### src/rtl/drain_pkg.sv
package drain_pkg;
  typedef enum logic [1:0] {
    SEL_ZERO = 2'd0,
    SEL_STAT = 2'd1,
    SEL_POP  = 2'd2,
    SEL_FILL = 2'd3
  } rd_sel_e;
endpackage

### src/rtl/pair_packer.sv
module pair_packer #(
  parameter int SMP_W = 12
) (
  input  logic               clk,
  input  logic               rst,
  input  logic               smp_valid_i,
  input  logic [SMP_W-1:0]   smp_data_i,
  output logic               word_valid_o,
  output logic [2*SMP_W-1:0] word_o
);
  logic [SMP_W-1:0] low_q;
  logic             have_low_q;

  always_ff @(posedge clk) begin
    if (rst) begin
      low_q        <= '0;
      have_low_q   <= 1'b0;
      word_valid_o <= 1'b0;
      word_o       <= '0;
    end else begin
      word_valid_o <= 1'b0;
      if (smp_valid_i) begin
        if (have_low_q) begin
          word_o       <= {smp_data_i, low_q};
          word_valid_o <= 1'b1;
          have_low_q   <= 1'b0;
        end else begin
          low_q      <= smp_data_i;
          have_low_q <= 1'b1;
        end
      end
    end
  end

  // a word needs two samples, so two words never come back to back
  assert_pair_spacing_R2: assert property (@(posedge clk) disable iff (rst)
    word_valid_o |=> !word_valid_o);
endmodule

### src/rtl/word_fifo.sv
module word_fifo #(
  parameter int WORD_W     = 24,
  parameter int DEPTH_LOG2 = 4
) (
  input  logic                clk,
  input  logic                rst,
  input  logic                push_i,
  input  logic [WORD_W-1:0]   wdata_i,
  input  logic                pop_i,
  output logic [WORD_W-1:0]   rdata_o,
  output logic [DEPTH_LOG2:0] count_o,
  output logic                full_o
);
  localparam int DEPTH = 1 << DEPTH_LOG2;

  logic [WORD_W-1:0]     mem [DEPTH];
  logic [DEPTH_LOG2-1:0] wr_ptr_q, rd_ptr_q;

  assign full_o = (count_o == (DEPTH_LOG2+1)'(DEPTH));

  // storage and registered read port, shaped for block RAM
  always_ff @(posedge clk) begin
    if (push_i) mem[wr_ptr_q] <= wdata_i;
    if (pop_i)  rdata_o <= mem[rd_ptr_q];
  end

  always_ff @(posedge clk) begin
    if (rst) begin
      wr_ptr_q <= '0;
      rd_ptr_q <= '0;
      count_o  <= '0;
    end else begin
      if (push_i) wr_ptr_q <= wr_ptr_q + 1'b1;
      if (pop_i)  rd_ptr_q <= rd_ptr_q + 1'b1;
      case ({push_i, pop_i})
        2'b10:   count_o <= count_o + 1'b1;
        2'b01:   count_o <= count_o - 1'b1;
        default: count_o <= count_o;
      endcase
    end
  end

  assert_no_overflow_R7: assert property (@(posedge clk) disable iff (rst)
    push_i |-> !full_o);
  assert_no_underflow_R5: assert property (@(posedge clk) disable iff (rst)
    pop_i |-> (count_o != '0));
  assert_fill_steady_R9: assert property (@(posedge clk) disable iff (rst)
    (push_i && pop_i) |=> (count_o == $past(count_o)));
endmodule

### src/rtl/drain_decode.sv
module drain_decode
  import drain_pkg::*;
#(
  parameter int              ADDR_W      = 32,
  parameter int              DATA_W      = 32,
  parameter int              WORD_W      = 24,
  parameter int              CNT_W       = 5,
  parameter logic [ADDR_W-1:0] STAT_ADDR = 32'h8000_0000,
  parameter logic [ADDR_W-1:0] POP_ADDR  = 32'h8000_0001,
  parameter logic [DATA_W-1:0] FILLER    = 32'h00DE_AD00
) (
  input  logic              clk,
  input  logic              rst,
  input  logic              rd_en_i,
  input  logic [ADDR_W-1:0] rd_addr_i,
  input  logic [CNT_W-1:0]  fill_i,
  input  logic              ovf_set_i,
  input  logic [WORD_W-1:0] fifo_rdata_i,
  output logic              pop_o,
  output logic [DATA_W-1:0] rd_data_o
);
  localparam int PAD_W = DATA_W - 1 - CNT_W;

  rd_sel_e           sel_q;
  logic [CNT_W-1:0]  left_q;
  logic              ovf_q;
  logic [DATA_W-1:0] stat_q;
  logic              hit_stat, hit_pop, stat_rd;

  assign hit_stat = (rd_addr_i == STAT_ADDR);
  assign hit_pop  = (rd_addr_i == POP_ADDR);
  assign stat_rd  = rd_en_i && hit_stat;
  assign pop_o    = rd_en_i && hit_pop && (left_q != '0);

  always_ff @(posedge clk) begin
    if (rst) begin
      sel_q  <= SEL_ZERO;
      left_q <= '0;
      ovf_q  <= 1'b0;
      stat_q <= '0;
    end else begin
      sel_q <= SEL_ZERO;
      if (stat_rd) begin
        sel_q  <= SEL_STAT;
        stat_q <= {ovf_q, {PAD_W{1'b0}}, fill_i};
        left_q <= fill_i;
      end else if (rd_en_i && hit_pop) begin
        if (left_q != '0) begin
          sel_q  <= SEL_POP;
          left_q <= left_q - 1'b1;
        end else begin
          sel_q  <= SEL_FILL;
        end
      end
      // a fresh drop wins over the clear of the same cycle
      if (ovf_set_i)    ovf_q <= 1'b1;
      else if (stat_rd) ovf_q <= 1'b0;
    end
  end

  always_comb begin
    case (sel_q)
      SEL_STAT: rd_data_o = stat_q;
      SEL_POP:  rd_data_o = {{(DATA_W-WORD_W){1'b0}}, fifo_rdata_i};
      SEL_FILL: rd_data_o = FILLER;
      default:  rd_data_o = '0;
    endcase
  end

  assert_left_bounded_R4: assert property (@(posedge clk) disable iff (rst)
    left_q <= fill_i);
  assert_snapshot_R4: assert property (@(posedge clk) disable iff (rst)
    stat_rd |=> (left_q == $past(fill_i)));
  assert_filler_R6: assert property (@(posedge clk) disable iff (rst)
    (rd_en_i && hit_pop && left_q == '0) |=> (rd_data_o == FILLER && left_q == '0));
  assert_unmapped_R8: assert property (@(posedge clk) disable iff (rst)
    (rd_en_i && !hit_stat && !hit_pop) |=> (rd_data_o == '0 && $stable(left_q)));
endmodule

### src/rtl/sample_drain_port.sv
module sample_drain_port #(
  parameter int                ADDR_W     = 32,
  parameter int                DATA_W     = 32,
  parameter int                SMP_W      = 12,
  parameter int                DEPTH_LOG2 = 4,
  parameter logic [ADDR_W-1:0] STAT_ADDR  = 32'h8000_0000,
  parameter logic [ADDR_W-1:0] POP_ADDR   = 32'h8000_0001,
  parameter logic [DATA_W-1:0] FILLER     = 32'h00DE_AD00
) (
  input  logic              clk,
  input  logic              rst,
  input  logic              smp_valid,
  input  logic [SMP_W-1:0]  smp_data,
  input  logic              rd_en,
  input  logic [ADDR_W-1:0] rd_addr,
  output logic [DATA_W-1:0] rd_data
);
  localparam int WORD_W = 2 * SMP_W;
  localparam int CNT_W  = DEPTH_LOG2 + 1;

  logic              pk_valid;
  logic [WORD_W-1:0] pk_word;
  logic              fifo_full, fifo_push, fifo_pop, drop;
  logic [CNT_W-1:0]  fill;
  logic [WORD_W-1:0] fifo_rdata;

  assign fifo_push = pk_valid && !fifo_full;
  assign drop      = pk_valid && fifo_full;

  pair_packer #(.SMP_W(SMP_W)) i_packer (
    .clk, .rst,
    .smp_valid_i (smp_valid),
    .smp_data_i  (smp_data),
    .word_valid_o(pk_valid),
    .word_o      (pk_word)
  );

  word_fifo #(.WORD_W(WORD_W), .DEPTH_LOG2(DEPTH_LOG2)) i_fifo (
    .clk, .rst,
    .push_i (fifo_push),
    .wdata_i(pk_word),
    .pop_i  (fifo_pop),
    .rdata_o(fifo_rdata),
    .count_o(fill),
    .full_o (fifo_full)
  );

  drain_decode #(
    .ADDR_W(ADDR_W), .DATA_W(DATA_W), .WORD_W(WORD_W), .CNT_W(CNT_W),
    .STAT_ADDR(STAT_ADDR), .POP_ADDR(POP_ADDR), .FILLER(FILLER)
  ) i_decode (
    .clk, .rst,
    .rd_en_i     (rd_en),
    .rd_addr_i   (rd_addr),
    .fill_i      (fill),
    .ovf_set_i   (drop),
    .fifo_rdata_i(fifo_rdata),
    .pop_o       (fifo_pop),
    .rd_data_o   (rd_data)
  );
endmodule

### config.mk
export PLATFORM = sky130hd
export DESIGN_NAME = sample_drain_port
export DESIGN_NICKNAME = d
export VERILOG_FILES = /design/src/rtl/drain_pkg.sv /design/src/rtl/pair_packer.sv /design/src/rtl/word_fifo.sv /design/src/rtl/drain_decode.sv /design/src/rtl/sample_drain_port.sv
export SDC_FILE = /design/constraint.sdc
export NUM_CORES = 1
export LEC_CHECK = 0
export ABC_AREA = 0
export BUFFER_PORTS_ARGS = -buffer_cell sky130_fd_sc_hd__clkbuf_2
export CAP_MARGIN = 20
export CORE_UTILIZATION = 45
export DETAILED_ROUTE_END_ITERATION = 12
export GPL_TIMING_DRIVEN = 0
export HOLD_SLACK_MARGIN = 0.02
export PLACE_DENSITY = 0.64
export SLEW_MARGIN = 40
export SYNTH_ARGS = -nofsm -noshare
export SYNTH_HDL_FRONTEND = slang
export SYNTH_SLANG_ARGS = --single-unit
### constraint.sdc
create_clock -name clk -period 8.2 [get_ports clk]
set_input_delay 0.41 -clock clk [delete_from_list [all_inputs] [get_ports clk]]
set_output_delay 0.41 -clock clk [all_outputs]
set_load 0.005 [all_outputs]
After elaboration in Yosys (flattened, before gate mapping). Memory sizes are Yosys's and may differ from the RTL's. A register that Yosys moved wholly into a read port is not among the register bits. Cells that the tools add are included.

$add $sub $neg: 5. Multiply operators: 0. Divide/modulo/power cells: 0. $lt $le $gt $ge: 0. Equality and inequality tests: 8. Shift operators: 0. Muxes and demuxes: 14. Bitwise logic cells: 3. Reduce and logical (&&, ||, !) cells: 16.

Operators with widths (number): $pmux W32 S3 (1); $eq A32 B32 Y1 const B (2); $mux W5 (3); $pmux W5 S2 (1); $sub A5 B1 Y5 const B (2); $mux W1 (9); $add A4 B1 Y4 const B (2); $reduce_bool A2 Y1 (4); $eq A2 B2 Y1 const B (3); $reduce_and A2 Y1 (3); $add A5 B1 Y5 const B (1); $eq A5 B5 Y1 const B (1); $logic_and A1 B1 Y1 (5); $reduce_bool A5 Y1 (1); $eq A2 B1 Y1 const B (2); $not A1 Y1 (3); $reduce_or A3 Y1 (1); $reduce_or A2 Y1 (1); $logic_not A1 Y1 (1).

Bits in registers: 65. Latch bits: 0. RAM bits: 384. ROM bits: 0. Bits of input ports: 48. Output and inout port bits: 32. Memories kept: 1.

Memory list: i_fifo.mem (depth 16, width 24, rd ports 1, clocked after Yosys merged registers in 1, wr ports 1, RTL line word_fifo.sv:16) `logic [WORD_W-1:0] mem [DEPTH];`.

Longest topological paths before layout. Gate-level depths: netlist of run 1.

Depth after elaboration: 5. Depth in mapped cells: 13. Mapped depth without buffers: 13.

Hierarchy. From an unflattened synthesis of run 1, not the netlist that was laid out.

Cell total of the unflattened synthesis: 983. Area total of the unflattened synthesis: 18536.5 µm².

By module, submodules not included: word_fifo (times used 1, cells an instance 719, area an instance 16031.6 µm²); pair_packer (times used 1, cells an instance 138, area an instance 1516.5 µm²); drain_decode (times used 1, cells an instance 124, area an instance 972.2 µm²); sample_drain_port (times used 1, cells an instance 2, area an instance 16.3 µm²).

Worst setup path before layout of run 1. No wires, ideal clock.

Kind: input -> register. From: in rd_addr[29]. To: reg i_fifo.count_o[4]. Data arrival time: 4.338 ns. Path slack: 3.791 ns. Cell stages on the path: 13. Path buffers: 1. Cells stage by stage: nor4_1 -> nand4_1 -> or4_4 -> buf_6 -> nor2_1 -> ha_1 -> inv_1 -> fa_1 -> nor2b_1 -> o21ai_0 -> and3_1 -> or4_1 -> a21oi_1.

Longest elaborated chain between the ends: 5. Elaborated cells between the ends (all ways): 7.

RTL lines: start, declared (RTL line sample_drain_port.sv:15) `input logic [ADDR_W-1:0] rd_addr,`; $eq A32 B32 Y1 (*) (RTL line drain_decode.sv:31) `assign hit_pop = (rd_addr_i == POP_ADDR);`; $logic_and A1 B1 Y1 (*) (2 in a row) (RTL line drain_decode.sv:33) `assign pop_o = rd_en_i && hit_pop && (left_q != '0);`; named net fifo_pop (RTL line sample_drain_port.sv:23) `logic fifo_full, fifo_push, fifo_pop, drop;`; $eq A2 B1 Y1 or $eq A2 B2 Y1 (tied branches) (RTL line word_fifo.sv:35) `case ({push_i, pop_i})`; $pmux W5 S2 or $reduce_bool A2 Y1 (tied branches); end signal, assigned (RTL line word_fifo.sv:36) `2'b10: count_o <= count_o + 1'b1;`; end signal, assigned (RTL line word_fifo.sv:37) `2'b01: count_o <= count_o - 1'b1;`; end signal, assigned (RTL line word_fifo.sv:38) `default: count_o <= count_o;`; end, declared (RTL line word_fifo.sv:11) `output logic [DEPTH_LOG2:0] count_o,`.

Mark *: on every way through the listed nets, which the timed path passes. The rest lies on a longest branch. A chain may end at the register's enable or synchronous reset.

Worst setup path after layout of run 1.
From: reg i_decode.left_q[0]. To: reg i_fifo.count_o[4].

Longest elaborated chain between the ends: 4. Elaborated cells between the ends (all ways): 6.

RTL lines: start, declared (RTL line drain_decode.sv:25) `logic [CNT_W-1:0] left_q;`; start signal, assigned (RTL line drain_decode.sv:46) `left_q <= fill_i;`; start signal, assigned (RTL line drain_decode.sv:50) `left_q <= left_q - 1'b1;`; $reduce_bool A5 Y1 (*) (RTL line drain_decode.sv:33); $logic_and A1 B1 Y1 (*) (RTL line drain_decode.sv:33); named net fifo_pop (RTL line sample_drain_port.sv:23); $eq A2 B1 Y1 or $eq A2 B2 Y1 (tied branches) (RTL line word_fifo.sv:35); $pmux W5 S2 or $reduce_bool A2 Y1 (tied branches).

Marks and branches as above.

==> flow_summary_export.csv, run 1 <==
group,metric,value,unit
final_layout,nFillCells,3039,
clock_network,cts_tree,"built",
critical_path,cp_max_fo,7,
synthesis,avgSynthCellArea,20.0,sq um
sta,final-setup-viol-count,0,
synthesis,async_flop_share,0,%
sta,period_needed,3350,ps
grt,antenna_found_initial,0,
sta,tns,0,ps
synthesis,ys_ff_latch,473,
final_layout,area_growth,18.4,%
routing,wirelength,40600,microns
floorplanning,core_area,39100,sq um
routing,first_pass_iters,5,
routing,ant_nets,0,
clock_network,cts_made_buffers,48,
final_layout,layout.nets,1131,
grt,grt_max_degree,18,
sta,slew_headroom,43.4,%
routing,drc_errors,0,
synthesis,synth_cell_type_count,45,
synthesis,ys_seq_area_share,75.1,%
sta,fmax,298,MHz
synthesis,ys.flop_type,"edfxtp_1",
floorplanning,die_h,202,microns
clock_network,clock_latency,550,ps
critical_path,crit_required,8670,ps
final_layout,n_antenna_cell,0,
synthesis,synth_edf_count,408,
clock_network,cts_root_buf,"clkbuf_16",
final_layout,multiInputGateArea,4350,sq um
sta,rsz0062_at_grt,"false",
critical_path,crit_type,"register to register",
sta,finalCritPeriodShare,40.9,%
clock_network,post_cts_buffers,0,
critical_path,reg2reg_slack,4850,ps
sta,drv_slew,0,
run,drv_cap,0,
grt,track_usage,20.4,%
critical_path,crit_chain,"inv_1 > ha_1 > nor4b_1 > nand2b_1 > nor2_4 > ha_1 > ha_1 > nor2b_1 > o21ai_0 > a21oi_1 > or4_1 > a21oi_1",
grt,grt_first_pass_wirelength,60100,microns
final_layout,layout_commonest_cell,"edfxtp_1",
placement,place_congestion,0.778,
pwr,power.density,229,nW/um^2
routing,viasPerCell,5.70,
clock_network,clkTransAtPathRegs,60,ps
grt,grt_pass1_vias,9177,
pwr,p_total,0.00490,W
placement,pre_cts_slack,4390,ps
synthesis,synth_warnings,0,
final_layout,ff_latch_area,13600,sq um
floorplanning,start_util,46.1,%
synthesis,synthesis.area,18000,sq um
sta,setup_slack,4850,ps
placement,dp.cells,1539,
sta,final-hold-violation-count,0,
final_layout,drive_above_1_share,32.4,%
pwr,total_leakage_power,7.18,nW
clock_network,post_cts_resized,0,
final_layout,post-route-util,54.6,%
critical_path,max_stage_delay,500,ps
routing,drtIter0Drc,934,
placement,dpl.hpwl,27500,microns
critical_path,worstPathArrival,3830,ps
clock_network,clock-sinks,473,
run_status,status,"completed",
floorplanning,dieArea,40900,sq um
critical_path,crit_top_cell,"ha_1",
clock_network,hold_buffers,0,
final_layout,instances_no_fill,1627,
floorplanning,io_pins,80,
placement,numPortBuffers,71,
sta,skew,14.5,ps
final_layout,layout_common_cells,"408 x edfxtp_1, 120 x mux4_2, 77 x clkbuf_2",
routing,wl_per_cell,24.9,microns
critical_path,cp_slowest_cell,"nor4b_1",
critical_path,critPathCaptureType,"register",
grt,grt.overflow.total,0,
floorplanning,fp-row-count,72,
hold_path,hp-class,"input port to register",
floorplanning,die_w,202,microns
routing,vias,9280,
sta,worstMarginPinSlew,848,ps
pwr,peakVddDrop,0.199,mV
synthesis,synthCells,904,
critical_path,start_kind,"register",
clock_network,max-clock-path-buffers,3,
clock_network,htreeDepth,2,
worst paths after layout:
check | cells after the start | from | endpoint
max | 12 | i_decode.left_q[0] | i_fifo.count_o[4]
min | 2 | smp_data[2] | i_packer.word_o[14]
max reg2reg | 12 | i_decode.left_q[0] | i_fifo.count_o[4]
min reg2reg | 2 | i_packer.low_q[4] | i_packer.low_q[4]
registers in the layout (all words and copies together), names as in the netlist:
name / cells
i_decode.left_q: 5
i_decode.ovf_q: 1
i_decode.sel_q: 2
i_decode.stat_q: 6
i_fifo.count_o: 5
i_fifo.mem: 384
i_fifo.rd_ptr_q: 4
i_fifo.rdata_o: 24
i_fifo.wr_ptr_q: 4
i_packer.have_low_q: 1
i_packer.low_q: 12
i_packer.word_o: 24
i_packer.word_valid_o: 1
cells by family (layout without fill, tap and decap cells):
| logic type | after synthesis | after routing | share of synthesized area (%) |
|---|---|---|---|
| buffers and inverters | 67 | 266 | 1.63 |
| and+or+nand+nor | 126 | 126 | 3.37 |
| xor gates and xnor gates | 6 | 6 | 0.291 |
| adders and majority gates | 12 | 12 | 0.874 |
| other | 1 | 7 | 0.0208 |
| DFF | 473 | 473 | 75.1 |
| muxes | 122 | 122 | 15.1 |
| AOI/OAI and AO/OA | 97 | 97 | 3.59 |
power breakdown:
part / internal (W) / switching [W] / total [W]
combinational: 0.0000247 / 0.0000325 / 0.0000572
clock: 0.00132 / 0.000903 / 0.00222
sequential: 0.00260 / 0.0000169 / 0.00262
synth_stat cells (7+ instances only):
cell type / count / area, sq um
nand2_1: 37 / 139
buf_1: 10 / 37.5
edfxtp_1: 408 / 12300
nand3_1: 8 / 40.0
a22o_1: 29 / 254
o21ai_0: 13 / 65.1
dfxtp_1: 65 / 1300
buf_2: 7 / 35.0
nor4_1: 8 / 50.1
clkbuf_1: 30 / 113
buf_4: 7 / 52.6
mux4_2: 120 / 2700
inv_1: 10 / 37.5
nor3_1: 9 / 45.0
o21a_1: 11 / 82.6
nor2_1: 32 / 120
and2_1: 10 / 62.6
a21oi_1: 33 / 165
ha_1: 11 / 138
critical path, delay by kind of cell (launching register included):
family	cells	cell delay, ps
simple gates	5	1630
fa+ha+maj	3	740
compound gates	3	480
flops	1	340
buf+inv	1	90
per-stage QoR:
stage	hold slack (ps)	instance area [sq um]
CTS	107	21400
finish	130	21400
floorplan	436	18100
detailed placement	454	19700
global placement	443	19100
global route	126	21400
area by class of cell:
type / instances / area share [%]
multi-input combinational: 370 / 20.3
tap: 518 / 3.03
timing repair buffer: 111 / 4.20
sequential: 473 / 63.4
inverter: 12 / 0.211
clock inverter: 34 / 1.70
buffer: 55 / 1.25
clock buffer: 54 / 5.83
metal layers:
metal	up-vias	share of wire [%]	routed length [microns]	global-route usage, %
met3	56	5.7	2320	2.90
met2	314	48	19600	32.7
met1	4901	44	17800	29.5
met5	-	0	0	0
met4	0	2.0	805	5.29
li1	4009	-	-	-
Note: power is estimated with default switching activity, not from simulation.
==> run 2: changes to the inputs <==
Clock period 8.2 ns to 3.49 ns, I/O delays scaled along.
==> run 2 against run 1 <==
  * Global-route usage rose by 0.25 points
  * Non-clock buffer count is 8 higher
  * Routed wire length increased by 0.50%
  * Critical endpoint unchanged
  * Highest routed layer is now met5
==> flow_summary_export.csv, run 2 (synthesis gave the netlist of run 1 again) <==
group,metric,value,unit
routing,viasPerCell,5.64,
final_layout,layout.nets,1139,
hold_path,hold-path-endpoint,"i_decode.left_q[2]",
routing,wl_per_cell,24.9,microns
grt,grt_max_degree,18,
routing,ant_nets,0,
placement,place_congestion,0.781,
sta,final-hold-violation-count,0,
critical_path,cp_max_fo,7,
final_layout,layout_commonest_cell,"edfxtp_1",
sta,skew,19.5,ps
floorplanning,dieArea,40900,sq um
placement,numPortBuffers,71,
grt,grt_first_pass_wirelength,60900,microns
critical_path,worstPathArrival,3620,ps
critical_path,crit_type,"register to register",
floorplanning,start_util,46.1,%
sta,final-setup-viol-count,0,
clock_network,cts_made_buffers,48,
hold_path,hp-start,"rd_addr[10]",
run_status,status,"completed",
routing,first_pass_iters,5,
sta,period_needed,3130,ps
placement,dpl.hpwl,27300,microns
pwr,combPwrFrac,1.3,%
clock_network,htreeDepth,2,
critical_path,crit_required,3980,ps
sta,drv_slew,0,
clock_network,cts_tree,"built",
critical_path,start_kind,"register",
final_layout,reg_top3,"i_fifo.mem: 384 flops, i_fifo.rdata_o: 24 flops, i_packer.word_o: 24 flops",
pwr,p_sw,0.00218,W
pwr,peakVddDrop,0.417,mV
grt,antenna_found_initial,1,
clock_network,clkTransAtPathRegs,60,ps
hold_path,hold-path-cell-count,6,
clock_network,clock-sinks,473,
final_layout,layout_common_cells,"408 x edfxtp_1, 120 x mux4_2, 78 x clkbuf_2",
final_layout,n_antenna_cell,0,
clock_network,cts_root_buf,"clkbuf_16",
critical_path,r2r_end,"i_fifo.count_o[4]",
run,drv_cap,0,
clock_network,clock_latency,560,ps
pwr,total_leakage_power,7.14,nW
sta,rsz0062_at_grt,"false",
final_layout,top_register,"i_fifo.mem",
routing,drc_errors,0,
hold_path,hp-class,"input port to register",
final_layout,drive_above_1_share,30.5,%
critical_path,reg2reg_depth,13,
sta,finalCritPeriodShare,89.7,%
floorplanning,die_h,202,microns
floorplanning,io_pins,80,
sta,fmax,319,MHz
grt,track_usage,20.6,%
floorplanning,core_area,39100,sq um
floorplanning,fp-row-count,72,
critical_path,critPathCaptureType,"register",
critical_path,timing.rr.start,"i_decode.left_q[0]",
routing,drtIter0Drc,688,
final_layout,largest_register_ffs,384,
placement,dp.cells,1531,
placement,dpl_cell_area,19700,sq um
routing,wirelength,40800,microns
final_layout,area_growth,18.5,%
critical_path,reg2reg_slack,360,ps
pwr,p_seq_share,54.9,%
sta,worstMarginPinSlew,851,ps
grt,grt_pass1_vias,9517,
pwr,swShare,19.4,%
sta,slew_headroom,43.3,%
clock_network,max-clock-path-buffers,3,
final_layout,final_area,21400,sq um
pwr,power.density,524,nW/um^2
grt,grt.overflow.total,0,
pwr,intPower,0.00903,W
routing,vias,9223,
floorplanning,die_w,202,microns
final_layout,instances_no_fill,1636,
final_layout,post-route-util,54.7,%
pwr,p_clk_share,43.8,%
==> run 2: how the worst max path moves through the flow <==
stage                                   from                 to  slack [ps]  depth (start not counted)
after global routing      i_decode.left_q[0]  i_fifo.count_o[4]         160                         13
after global placement     i_fifo.count_o[3]  i_fifo.mem[3][12]       -2070                          4
after detailed placement         rd_addr[29]  i_fifo.count_o[4]        -140                         14
final                     i_decode.left_q[0]  i_fifo.count_o[4]         360                         13
after CTS                 i_decode.left_q[0]  i_fifo.count_o[4]          80                         13
after floorplan                  rd_addr[29]  i_fifo.count_o[4]          90                         13
==> run 2: cell type report <==
type,count,area [sq um]
buffer,55,269
clock buffer,66,1310
clock inverter,23,186
fill,3031,17700
inverter,12,45.0
multi-input combinational,370,4350
sequential,473,13600
tap,518,648
timing repair buffer,119,1010
==> run 2: critical path: stages, from the launching register on <==
cell and delay, ps:
dfxtp_1 370, inv_1 70, ha_1 210, nor4b_2 180, nand2b_1 290, nor2_4 180, ha_1 250, inv_1 100
fa_1 390, nor2b_1 150, o21ai_0 120, and3_1 210, or4_1 390, a21oi_1 140
==> run 2: per-layer routing <==
layer	GRT usage (%)	wire, microns	part of all wire (%)	vias up
li1	-	-	-	4030
met1	28.4	17100	42	4792
met2	33.5	19800	48	341
met3	4.27	3060	7.5	58
met4	5.77	821	2.0	2
met5	0	13	0.032	-
==> run 2: through the flow <==
stage	worst slack, ps	hold slack, ps	total power (W)	TNS (ps)
finish	359	98.7	0.0112	0
CTS	83.2	122	0.0113	0
floorplan	93.6	300	0.00633	0
detailed placement	-144	446	0.00641	-144
global route	161	174	0.0115	0
global placement	-2070	441	0.00640	-402210
==> run 2: power by group through the flow <==
| stage | Combinational, W | Clock [W] | Sequential (W) |
|---|---|---|---|
| global route | 0.000161 | 0.00520 | 0.00616 |
| finish | 0.000147 | 0.00490 | 0.00616 |
| floorplan | 0.0000725 | 0 | 0.00626 |
| detailed placement | 0.000134 | 0 | 0.00628 |
| CTS | 0.000147 | 0.00498 | 0.00616 |
| global placement | 0.000128 | 0 | 0.00627 |
==> run 2: repair_timing <==
action                                  in CTS  in global routing
setup buffers                                0                  2
hold buffers                                14                  0
resized for setup                            0                  1
endpoints found under the setup margin       0                  1
hold endpoints to repair                    26                  0
==> run 3: changes to the inputs <==
Clock period 3.49 ns to 3.63 ns, I/O delays scaled along.
==> run 3 against run 2 <==
  * Clock skew is essentially flat
  * Power shrank 3.9%
  * Hold slack gained 6.2 ps
  * Register-to-register slack lost 140 ps
  * Design area is essentially flat
  * Largest power group unchanged
  * Via count grew 0.14%
==> flow_summary_export.csv, run 3 (synthesis gave the netlist of run 1 again) <==
group,metric,value,unit
run_status,status,"completed",
critical_path,reg2reg_depth,13,
placement,dp.cells,1531,
final_layout,top_register,"i_fifo.mem",
clock_network,clock_latency,560,ps
clock_network,clock-sinks,473,
final_layout,multiInputGateArea,4350,sq um
floorplanning,dieArea,40900,sq um
critical_path,timing.rr.start,"i_decode.left_q[0]",
clock_network,clkTransAtPathRegs,60,ps
sta,finalCritPeriodShare,93.9,%
pwr,total_leakage_power,7.13,nW
clock_network,post_cts_buffers,0,
final_layout,largest_register_ffs,384,
pwr,p_total,0.0108,W
sta,final-hold-violation-count,0,
routing,drtIter0Drc,683,
routing,drc_errors,0,
critical_path,cp_max_fo,7,
final_layout,area_growth,18.4,%
grt,antenna_found_initial,1,
final_layout,nFillCells,3031,
floorplanning,fp-row-count,72,
critical_path,crit_required,4120,ps
routing,wirelength,40800,microns
clock_network,htreeDepth,2,
sta,slew_headroom,43.0,%
hold_path,hp-start,"rd_addr[10]",
grt,grt_max_degree,18,
grt,track_usage,20.6,%
critical_path,crit_type,"register to register",
floorplanning,die_w,202,microns
floorplanning,die_h,202,microns
clock_network,max-clock-path-buffers,3,
placement,dpl.hpwl,27300,microns
critical_path,worstPathArrival,3900,ps
pwr,power.density,504,nW/um^2
final_layout,reg_top3,"i_fifo.mem: 384 flops, i_fifo.rdata_o: 24 flops, i_packer.word_o: 24 flops",
floorplanning,core_area,39100,sq um
critical_path,critPathCaptureType,"register",
routing,vias,9236,
hold_path,hold-path-cell-count,6,
floorplanning,io_pins,80,
floorplanning,start_util,46.1,%
run,drv_cap,0,
routing,ant_nets,0,
critical_path,start_kind,"register",
hold_path,hold-path-endpoint,"i_decode.left_q[2]",
grt,grt.overflow.total,0,
placement,numPortBuffers,71,
final_layout,instances_no_fill,1634,
sta,skew,19.5,ps
sta,drv_slew,0,
clock_network,cts_tree,"built",
grt,grt_pass1_vias,9517,
routing,wl_per_cell,24.9,microns
final_layout,n_antenna_cell,0,
critical_path,r2r_end,"i_fifo.count_o[4]",
final_layout,drive_above_1_share,30.4,%
clock_network,cts_root_buf,"clkbuf_16",
sta,rsz0062_at_grt,"false",
routing,viasPerCell,5.65,
final_layout,layout_common_cells,"408 x edfxtp_1, 120 x mux4_2, 78 x clkbuf_2",
sta,worstMarginPinSlew,855,ps
final_layout,ff_latch_area,13600,sq um
sta,period_needed,3410,ps
placement,place_congestion,0.781,
pwr,peakVddDrop,0.401,mV
sta,tns,0,ps
hold_path,hp-class,"input port to register",
final_layout,layout.nets,1137,
grt,grt_first_pass_wirelength,60900,microns
critical_path,reg2reg_slack,220,ps
sta,fmax,293,MHz
final_layout,layout_commonest_cell,"edfxtp_1",
sta,final-setup-viol-count,0,
clock_network,cts_made_buffers,48,
routing,first_pass_iters,5,
run 3: critical path, stage by stage (launching register included):
cell	delay (ps)
dfxtp_1	370
inv_1	70
ha_1	210
nor4b_2	180
nand2b_1	300
nor2_4	390
ha_1	310
inv_1	100
fa_1	390
nor2b_1	150
o21ai_0	120
and3_1	210
or4_1	390
a21oi_1	140
run 3: cell type report:
| cell class | count | area share, % |
|---|---|---|
| sequential | 473 | 63.4 |
| multi-input combinational | 370 | 20.4 |
| clock buffer | 66 | 6.13 |
| timing repair buffer | 117 | 4.67 |
| tap | 518 | 3.03 |
| buffer | 55 | 1.26 |
| clock inverter | 23 | 0.873 |
| inverter | 12 | 0.211 |
run 3: metal layers:
layer | GRT usage [%] | vias up | part of all wire [%]
li1 | - | 4020 | -
met1 | 28.4 | 4808 | 42
met2 | 33.5 | 340 | 48
met3 | 4.27 | 66 | 7.1
met4 | 5.77 | 2 | 2.3
met5 | 0 | - | 0.032
run 3: where the power goes:
| part | internal (W) | switching, W | total (W) |
|---|---|---|---|
| registers | 0.00588 | 0.0000383 | 0.00592 |
| logic | 0.0000662 | 0.0000755 | 0.000142 |
| clock network | 0.00273 | 0.00198 | 0.00471 |
run 3: timing repair:
item,4_1_cts,5_1_grt
resized for setup,0,1
setup endpoints to repair,0,1
hold endpoints to repair,26,0
hold buffers,14,0
run 3: metrics by stage:
step | area (sq um) | hold WS, ps | setup WS (ps) | util [%]
after global placement | 19100 | 441 | -1930 | 48.8
after detailed placement | 19700 | 446 | -10.6 | 50.4
after CTS | 21300 | 129 | 223 | 54.6
after floorplan | 18100 | 307 | 227 | -
final | 21400 | 105 | 223 | 54.6
after global routing | 21400 | 181 | 13.1 | 54.6
run 3: how the worst max path moves through the flow:
stage	from	to	slack [ps]	cells after the start
floorplan	rd_addr[29]	i_fifo.count_o[4]	230	13
global placement	i_fifo.count_o[3]	i_fifo.mem[3][12]	-1930	4
detailed placement	rd_addr[29]	i_fifo.count_o[4]	-10	14
CTS	i_decode.left_q[0]	i_fifo.count_o[4]	220	13
global route	i_decode.left_q[0]	i_fifo.count_o[4]	10	13
finish	i_decode.left_q[0]	i_fifo.count_o[4]	220	13
